--- src/rtl/sdo_pkg.sv ---
// Shared definitions for the slot-selectable serial data transmitter.
// Assumes a 3-bit mode code; codes above the last slot pair are reserved.
package sdo_pkg;

    typedef enum logic [2:0] {
        FMT_I2S      = 3'd0,
        FMT_SLOTS_12 = 3'd1,
        FMT_SLOTS_34 = 3'd2,
        FMT_SLOTS_56 = 3'd3,
        FMT_SLOTS_78 = 3'd4
    } fmt_e;

endpackage

--- src/rtl/sdo_frame_tracker.sv ---
// Frame tracker: samples the frame clock on rising bit-clock edges, detects the
// frame start (falling level in I2S, rising level in TDM) and the I2S half change,
// and keeps a saturating bit position within the current frame or half.
// Assumes the frame clock changes on falling bit-clock edges, as a master drives it.
module sdo_frame_tracker #(
    parameter int POS_W = 8
) (
    input  logic             clk,
    input  logic             rst_n,
    input  logic             i2s_mode,
    input  logic             frame_clk,
    output logic             frame_start,
    output logic [POS_W-1:0] pos,
    output logic             right_half,
    output logic             synced
);

    localparam logic [POS_W-1:0] POS_LAST = {POS_W{1'b1}};

    logic fclk_q;
    logic half_start;

    // Edge classification of the frame clock against its previous sample.
    always_comb begin
        if (i2s_mode) begin
            frame_start = fclk_q & ~frame_clk;
            half_start  = ~fclk_q & frame_clk;
        end else begin
            frame_start = ~fclk_q & frame_clk;
            half_start  = 1'b0;
        end
    end

    // Position counter, half flag and sync flag; reset loads the live frame level.
    always_ff @(posedge clk) begin
        if (!rst_n) begin
            fclk_q     <= frame_clk;
            pos        <= '0;
            right_half <= 1'b0;
            synced     <= 1'b0;
        end else begin
            fclk_q <= frame_clk;
            if (frame_start) begin
                pos        <= '0;
                right_half <= 1'b0;
                synced     <= 1'b1;
            end else if (half_start) begin
                pos        <= '0;
                right_half <= 1'b1;
            end else if (pos != POS_LAST) begin
                pos <= pos + 1'b1;
            end
        end
    end

endmodule

--- src/rtl/sdo_slot_select.sv ---
// Slot selector: decides from the mode code and the bit position whether the
// current bit belongs to this block, which channel it is, and the bit index
// inside the slot. Purely combinational.
// Assumes slots are 2**BIT_W bits long and WORD_W does not exceed a slot.
module sdo_slot_select #(
    parameter int POS_W  = 8,
    parameter int BIT_W  = 5,
    parameter int WORD_W = 20,
    parameter int NPAIRS = 4,
    parameter int CFG_W  = 3
) (
    input  logic [CFG_W-1:0] mode_sel,
    input  logic [POS_W-1:0] pos,
    input  logic             right_half,
    input  logic             synced,
    output logic             drive_en,
    output logic             chan_right,
    output logic [BIT_W-1:0] bit_idx
);

    localparam int SLOT_IW = POS_W - BIT_W;

    logic [SLOT_IW-1:0] slot;
    logic               in_word;

    assign slot    = pos[POS_W-1:BIT_W];
    assign bit_idx = pos[BIT_W-1:0];
    assign in_word = (int'(bit_idx) < WORD_W);

    // Ownership and channel decode per mode; reserved codes never own a bit.
    always_comb begin
        drive_en   = 1'b0;
        chan_right = 1'b0;
        if (mode_sel == sdo_pkg::FMT_I2S) begin
            drive_en   = synced && (slot == '0) && in_word;
            chan_right = right_half;
        end else if (int'(mode_sel) <= NPAIRS) begin
            drive_en   = synced && in_word && (int'(slot >> 1) == int'(mode_sel) - 1);
            chan_right = slot[0];
        end
    end

endmodule

--- src/rtl/sdo_serial_out.sv ---
// Serial output stage: captures both PCM words at the frame start on the rising
// edge, then on each falling edge registers the selected bit and the output enable.
// Assumes bit_idx counts from the MSB (0) downward and is below WORD_W when drive_en is set.
module sdo_serial_out #(
    parameter int WORD_W = 20,
    parameter int BIT_W  = 5
) (
    input  logic              clk,
    input  logic              rst_n,
    input  logic              load,
    input  logic [WORD_W-1:0] left_in,
    input  logic [WORD_W-1:0] right_in,
    input  logic              drive_en,
    input  logic              chan_right,
    input  logic [BIT_W-1:0]  bit_idx,
    output logic              sdata,
    output logic              sdata_oe
);

    logic [WORD_W-1:0] hold_l;
    logic [WORD_W-1:0] hold_r;
    logic [WORD_W-1:0] word_sel;
    logic [WORD_W-1:0] word_shift;
    logic              bit_val;

    // Word capture at frame start so a word never changes mid-frame.
    always_ff @(posedge clk) begin
        if (!rst_n) begin
            hold_l <= '0;
            hold_r <= '0;
        end else if (load) begin
            hold_l <= left_in;
            hold_r <= right_in;
        end
    end

    // MSB-first bit pick: shift the chosen word left by the bit index.
    always_comb begin
        word_sel   = chan_right ? hold_r : hold_l;
        word_shift = word_sel << bit_idx;
        bit_val    = word_shift[WORD_W-1];
    end

    // Falling-edge launch of data and enable.
    always_ff @(negedge clk) begin
        if (!rst_n) begin
            sdata    <= 1'b0;
            sdata_oe <= 1'b0;
        end else begin
            sdata_oe <= drive_en;
            sdata    <= drive_en & bit_val;
        end
    end

endmodule

--- src/rtl/tdm_slot_serializer.sv ---
// Top level of the slave serial data transmitter. Ties frame tracking, slot
// selection and the output stage together, all clocked by the external bit clock.
// Assumes mode_sel is held constant outside reset.
module tdm_slot_serializer #(
    parameter int WORD_W    = 20,
    parameter int SLOT_W    = 32,
    parameter int MAX_SLOTS = 8,
    parameter int CFG_W     = 3
) (
    input  logic              bclk,
    input  logic              rst_n,
    input  logic [CFG_W-1:0]  mode_sel,
    input  logic              frame_clk,
    input  logic [WORD_W-1:0] left_pcm,
    input  logic [WORD_W-1:0] right_pcm,
    output logic              sdata,
    output logic              sdata_oe
);

    localparam int BIT_W  = $clog2(SLOT_W);
    localparam int POS_W  = $clog2(SLOT_W * MAX_SLOTS);
    localparam int NPAIRS = MAX_SLOTS / 2;

    logic             i2s_mode;
    logic             frame_start;
    logic [POS_W-1:0] pos;
    logic             right_half;
    logic             synced;
    logic             drive_en;
    logic             chan_right;
    logic [BIT_W-1:0] bit_idx;

    assign i2s_mode = (mode_sel == sdo_pkg::FMT_I2S);

    sdo_frame_tracker #(
        .POS_W(POS_W)
    ) u_track (
        .clk        (bclk),
        .rst_n      (rst_n),
        .i2s_mode   (i2s_mode),
        .frame_clk  (frame_clk),
        .frame_start(frame_start),
        .pos        (pos),
        .right_half (right_half),
        .synced     (synced)
    );

    sdo_slot_select #(
        .POS_W (POS_W),
        .BIT_W (BIT_W),
        .WORD_W(WORD_W),
        .NPAIRS(NPAIRS),
        .CFG_W (CFG_W)
    ) u_sel (
        .mode_sel  (mode_sel),
        .pos       (pos),
        .right_half(right_half),
        .synced    (synced),
        .drive_en  (drive_en),
        .chan_right(chan_right),
        .bit_idx   (bit_idx)
    );

    sdo_serial_out #(
        .WORD_W(WORD_W),
        .BIT_W (BIT_W)
    ) u_out (
        .clk       (bclk),
        .rst_n     (rst_n),
        .load      (frame_start),
        .left_in   (left_pcm),
        .right_in  (right_pcm),
        .drive_en  (drive_en),
        .chan_right(chan_right),
        .bit_idx   (bit_idx),
        .sdata     (sdata),
        .sdata_oe  (sdata_oe)
    );

endmodule

--- config.mk ---
export PLATFORM = sky130hd
export DESIGN_NAME = tdm_slot_serializer
export DESIGN_NICKNAME = d
export VERILOG_FILES = /design/src/rtl/sdo_pkg.sv /design/src/rtl/sdo_frame_tracker.sv /design/src/rtl/sdo_slot_select.sv /design/src/rtl/sdo_serial_out.sv /design/src/rtl/tdm_slot_serializer.sv
export SDC_FILE = /design/constraint.sdc
export NUM_CORES = 1
export LEC_CHECK = 0
export BUFFER_PORTS_ARGS = -buffer_cell sky130_fd_sc_hd__buf_4
export CORE_UTILIZATION = 58
export DETAILED_ROUTE_END_ITERATION = 16
export PLACE_DENSITY = 0.86
export SLEW_MARGIN = 5
export SYNTH_ARGS = -nofsm -noshare
export SYNTH_HDL_FRONTEND = slang
export SYNTH_SLANG_ARGS = --single-unit
--- constraint.sdc ---
create_clock -name bclk -period 3.3 [get_ports bclk]
set_input_delay 0.165 -clock bclk [delete_from_list [all_inputs] [get_ports bclk]]
set_output_delay 0.165 -clock bclk [all_outputs]
set_load 0.01 [all_outputs]
==> flow_metrics.py, run 1 <==
metrics = {
    "drt": {
        "wl_per_cell_um": 15.4,
        "drc": 0,
        "drt_iter0_drc": 119,
        "routed_wl_mm": 5.42,
        "avgViaCountPerCell": 5.89,
        "ant_nets": 0,
        "drtPass1Iterations": 4,
        "via_count": 2066,
    },
    "synthesis": {
        "synth_seq_area_share_pct": 44.8,
        "ys_ff_latch": 53,
        "synth_most_common_cell": "dfxtp_1",
        "synth_top_cell_by_area": "dfxtp_1",
        "synthXorXnorAreaFrac_pct": 1.11,
        "synth_commonest_cells": "dfxtp_1 (53), a22o_1 (40), nor2_1 (21)",
        "synth_fp_nets": 299,
        "synth.area.mux_share_pct": 4.76,
        "synthDistinctLibCells": 45,
        "yosys-top-cells-area": "dfxtp_1 (45%), a22o_1 (15%), mux2i_1 (3.8%), nor2_1 (3.3%), o21ai_0 (2.7%)",
        "synthSimpleGateAreaFrac_pct": 15.4,
        "synth_area_um2": 2370,
        "synth_ff_type": "dfxtp_1",
        "synth_top_family_by_area": "compound AO/OA/AOI/OAI gates",
        "synth_compound_area_share_pct": 26.2,
        "synthAdderAreaFrac_pct": 2.12,
        "synth_top_cell_area_share_pct": 44.8,
        "synth_edf_count": 0,
        "synthArstFlopShare_pct": 0,
        "synthCells": 249,
        "ys_warn_count": 0,
        "syn-mean-instance-area_um2": 9.50,
    },
    "sta": {
        "timing.hold.ws_ps": 48.2,
        "skew_ps": 65.1,
        "relSlewSlack_pct": 73.6,
        "tightest_slew_ps": 391,
        "hold_violations": 0,
        "tns_ps": 0,
        "rsz0062_at_grt": "true",
        "setup_viol": 0,
        "drv_slew": 0,
    },
    "final_layout": {
        "multi_input_area_um2": 1240,
        "fin_area_um2": 3060,
        "nFillCells": 272,
        "num_antenna_cells": 0,
        "area_growth_pct": 29.4,
        "regArea_um2": 1060,
        "finalNetCount": 352,
        "drive_gt1_share_pct": 31.0,
        "fin_util_pct": 80.6,
    },
    "setup_path": {
        "start_kind": "input pin",
        "cp_max_fo": 8,
        "critPathMaxStageDelay_ps": 450,
        "cp-end-kind": "flop",
        "cp.arrival_ps": 1930,
        "path_delay_family": "compound AO/OA/AOI/OAI gates",
        "cp_cell_sequence": "buf_8 > inv_8 > ha_4 > inv_2 > ha_4 > or3b_4 > a21oi_2 > o21ai_1 > a311o_1 > a311oi_2",
        "worstSetupPathType": "input pin to flop",
        "critPathBufInv": 3,
        "crit_top_cell": "ha_4",
        "worstPathRequired_ps": 1930,
        "crit_slowest_cell": "or3b_4",
    },
    "placed_design": {
        "gp_congestion": 0.883,
        "dpl-instance-area_um2": 2890,
        "dp_hpwl_mm": 3.94,
        "port_buffers": 47,
    },
    "power_and_ir_drop": {
        "power.density_nw_per_um2": 430,
        "switching_share_pct": 24.3,
        "p_seq_share_pct": 52.5,
        "switching_power_uw": 319,
        "irDropWorstVdd_uv": 386,
        "internal-power_uw": 996,
        "p_leak_uw": 0.00126,
        "finalPower_uw": 1320,
        "clkPwrFrac_pct": 34.5,
        "comb_power_share_pct": 13.0,
    },
    "grt": {
        "grt_max_degree": 42,
        "antenna_found_initial": 0,
        "grt_pass1_vias": 1971,
        "gr-total-overflow": 0,
        "grt_pass1_wl_mm": 8.94,
        "grt_use_total_pct": 27.5,
    },
    "floorplanning": {
        "die_x_um": 65.9,
        "dieHeight_um": 65.9,
        "dieArea_um2": 4340,
        "io_pins": 48,
        "start_util_pct": 62.3,
        "core_um2": 3800,
        "rows": 22,
    },
    "cts": {
        "cts_tree": "yes",
        "cts.sinks": 53,
        "clk_root_buffer_cell": "clkbuf_8",
        "clk_pin_slew_ps": 100,
        "h-tree-depth": 2,
        "cts_buffers": 5,
        "post_cts_buffers": 0,
        "clock_latency_ps": 380,
        "cts_buffer_depth": 2,
    },
    "hold_path": {
        "min_path_type": "input pin to flop",
    },
    "job": {
        "maxCapViolCount": 0,
    },
    "run_status": {
        "status": "finished, final reports clean",
    },
}
==> power by group through the flow <==
stage / logic, uW / clock network [uW] / registers, uW
floorplan: 93.3 / 5.69 / 698
global placement: 161 / 5.69 / 704
detailed placement: 165 / 5.69 / 705
CTS: 170 / 457 / 690
global route: 186 / 494 / 694
finish: 171 / 454 / 690
==> cell usage in the layout, fill, tap and decap left out, types with 2 or more instances in the layout <==
cell type,synthesis,final
nor3_1,4,3
buf_4,0,63
nand3b_1,4,4
mux2i_1,9,8
a211oi_1,3,2
ha_4,0,3
nand3_1,11,11
dfxtp_1,53,52
nand2b_1,4,4
inv_1,8,6
o21ai_0,13,13
a22o_1,40,40
a22oi_1,2,2
xor2_1,2,2
a21oi_1,4,4
and2_1,3,2
o21ai_1,2,2
nand4_1,4,4
nor2b_1,3,2
nor2_1,21,21
clkbuf_8,0,5
nand2_1,11,10
==> path summary, 6_finish.rpt <==
check	from	endpoint	slack [ps]	cells past startpoint
setup / recovery	mode_sel[0]	u_out.sdata	0.6	10
hold reg to reg	u_out.hold_r[5]	u_out.hold_r[5]	480	1
hold / removal	left_pcm[17]	u_out.hold_l[17]	50	2
setup reg to reg	u_track.pos[5]	u_out.sdata	20	5
==> cell families after synthesis <==
group                    count (synthesis)
AO/OA/AOI/OAI                           78
XOR/XNOR                                 3
adder cells (fa/ha/maj)                  4
buffers and inverters                   30
flip-flops                              53
multiplexers                            10
AND/OR/NAND/NOR                         71
==> worst reg2reg max path: stages, from the launching register on <==
cell	delay (ps)
dfxtp_2	340
or3b_4	450
a21oi_2	150
o21ai_1	70
a311o_1	360
a311oi_2	240
==> what timing repair did <==
item / 4_1_cts / 5_1_grt
setup endpoints to repair: 1 / 1
hold buffers: 1 / 0
endpoints found under the hold margin: 1 / 0
resized for setup: 8 / 5
pin swaps: 7 / 2
==> through the flow <==
stage | setup WS, ps | cells
floorplan | -284 | 249
global placement | -471 | 341
detailed placement | -525 | 341
CTS | -9.05 | 351
global route | -72.6 | 351
finish | 0.604 | 351
==> metal layers <==
metal  wire length [um]  vias to the layer above  GRT usage [%]  part of all wire, %
li1                   -                     1024              -                    -
met5                  0                        -              0                    0
met2               2620                       55           43.0                   48
met1               2450                      979           35.4                   45
met4                 83                        0           14.1                  1.5
met3                267                        8           5.69                  4.9
==> final cells by class <==
type,count,share of cell area [%]
inverters,7,1.51
well taps,48,1.96
repair buffers,67,17.3
clock buffers,5,2.25
clock inverters,5,1.68
flip-flops and latches,53,34.7
multi-input cells,166,40.6
==> sequential cells by signal, summed over array words and instances (netlist names) <==
register and flops:
u_out.hold_l 20, u_out.sdata 1, u_track.synced 1, u_out.sdata_oe 1, u_out.hold_r 20, u_track.pos 8
u_track.right_half 1, u_track.fclk_q 1
(Power assumes the default switching activity.)
==> run 2, diff against run 1 <==
- CORE_ASPECT_RATIO: not set -> 1.25
==> run 2 against run 1 <==
Die area barely moved; design area about the same; critical endpoint unchanged; critical path depth rose by 1; clock power shrank 13%; global-route usage rose by 1.3 points; clock skew is 4.4 ps higher; power decreased by 4.4%; worst hold slack better by 10 ps; via count grew 3.3%; sequential share of layout area barely moved; largest power group unchanged; non-clock buffer count is 2 higher; flip-flop and latch count did not move.
==> flow_metrics.py, run 2 (synthesis results as in run 1) <==
metrics = {
    "final_layout": {
        "fin_area_um2": 3060,
        "final_common_cell": "buf_4",
        "multi_input_area_um2": 1230,
        "finalNetCount": 354,
        "drive_gt1_share_pct": 30.8,
        "layout_top_registers": "u_out.hold_l x20, u_out.hold_r x20, u_track.pos x8",
        "num_antenna_cells": 0,
        "regArea_um2": 1060,
        "fin_util_pct": 79.5,
        "nFillCells": 265,
        "area_growth_pct": 29.3,
        "final_cell_mix": "buf_4 (64), dfxtp_1 (52), a22o_1 (40)",
    },
    "drt": {
        "drtPass1Iterations": 4,
        "drt_iter0_drc": 131,
        "wl_per_cell_um": 15.5,
        "avgViaCountPerCell": 5.95,
        "routed_wl_mm": 5.57,
        "ant_nets": 0,
        "via_count": 2135,
        "drc": 0,
    },
    "placed_design": {
        "gp_congestion": 0.909,
        "dpl-instance-area_um2": 2900,
        "port_buffers": 47,
        "dp_hpwl_mm": 3.98,
    },
    "cts": {
        "cts_tree": "yes",
        "clock_latency_ps": 370,
        "cts_buffers": 5,
        "cts.sinks": 53,
        "clk_pin_slew_ps": 100,
        "cts_buffer_depth": 2,
        "h-tree-depth": 2,
        "clk_root_buffer_cell": "clkbuf_8",
    },
    "power_and_ir_drop": {
        "irDropWorstVdd_uv": 325,
        "p_leak_uw": 0.00126,
        "power.density_nw_per_um2": 411,
    },
    "sta": {
        "drv_slew": 0,
        "relSlewSlack_pct": 71.9,
        "skew_ps": 69.5,
        "setup_viol": 0,
        "tightest_slew_ps": 420,
        "rsz0062_at_grt": "true",
        "tns_ps": 0,
        "timing.hold.ws_ps": 58.3,
        "hold_violations": 0,
    },
    "setup_path": {
        "cp_max_fo": 6,
        "r2r-start": "u_track.pos[5]",
        "crit_end": "u_out.sdata",
        "cp.arrival_ps": 1880,
        "regToRegSetupSlack_ps": 20,
        "critPathLaunch": "mode_sel[0]",
        "cp-end-kind": "flop",
        "worstPathRequired_ps": 1890,
        "r2r_end": "u_out.sdata",
        "start_kind": "input pin",
        "worstSetupPathType": "input pin to flop",
        "r2r_cells": 7,
    },
    "floorplanning": {
        "core_um2": 3850,
        "io_pins": 48,
        "start_util_pct": 61.5,
        "die_x_um": 59.1,
        "dieHeight_um": 73.4,
        "dieArea_um2": 4340,
        "rows": 25,
    },
    "grt": {
        "grt_use_total_pct": 28.8,
        "grt_pass1_vias": 2050,
        "grt_pass1_wl_mm": 9.38,
        "grt_max_degree": 40,
        "gr-total-overflow": 0,
        "antenna_found_initial": 0,
    },
    "run_status": {
        "status": "finished, final reports clean",
    },
    "job": {
        "maxCapViolCount": 0,
    },
    "hold_path": {
        "min_path_type": "input pin to flop",
    },
}
run 2: cell types whose count changed in the layout (fill, tap and decap cells not counted), sizes merged:
cell and change:
buf +2, bufinv -1, clkbuf +1
run 2: worst min path at each step:
stage	cells after the start	endpoint	slack, ps	start
after floorplan	0	u_track.fclk_q	190	frame_clk
after global placement	1	u_track.fclk_q	280	frame_clk
after detailed placement	1	u_track.fclk_q	290	frame_clk
after CTS	2	u_out.hold_l[18]	50	left_pcm[18]
after global routing	2	u_out.hold_l[1]	50	left_pcm[1]
final	2	u_out.hold_l[16]	60	left_pcm[16]
run 2: cell type report:
cell class | instances | share of cell area (%)
multi-input combinational | 166 | 40.3
timing repair buffer | 69 | 17.9
inverter | 7 | 1.51
clock buffer | 6 | 2.70
clock inverter | 4 | 0.654
tap | 54 | 2.21
sequential | 53 | 34.7
run 2: what timing repair did:
action,CTS,global route
setup buffers,1,0
setup endpoints to repair,1,1
hold buffers,1,0
resized for setup,12,1
hold endpoints to repair,1,0
pin swaps,8,0
run 2: layer usage:
| layer | global-route usage, % | vias up | part of all wire, % |
|---|---|---|---|
| li1 | - | 1033 | - |
| met1 | 34.1 | 1019 | 42 |
| met2 | 50.1 | 66 | 51 |
| met3 | 4.93 | 17 | 3.8 |
| met4 | 13.2 | 0 | 3.0 |
| met5 | 0 | - | 0 |
run 2: where the power goes:
| part | internal, uW | leakage [uW] | switching, uW |
|---|---|---|---|
| sequential | 672 | 0.000434 | 18.3 |
| clock | 174 | 0.0000599 | 220 |
| combinational | 94.3 | 0.000767 | 78.8 |
| total | 940 | 0.00126 | 317 |
run 2: critical path, cell delays in order:
cell      delay [ps]
buf_8            110
inv_8             50
ha_4             140
inv_2             50
ha_4             160
or3b_4           430
buf_6            150
nand3_1           90
a211oi_1          80
nor4_1           320
a311oi_2         140
run 2: stage by stage:
stage | worst slack [ps] | instances | total power (uW)
2_1_floorplan | -284 | 249 | 797
3_3_place_gp | -453 | 348 | 871
3_5_place_dp | -502 | 348 | 877
4_1_cts | 0.237 | 359 | 1260
5_1_grt | -68.3 | 359 | 1310
6_report | 12.1 | 359 | 1260
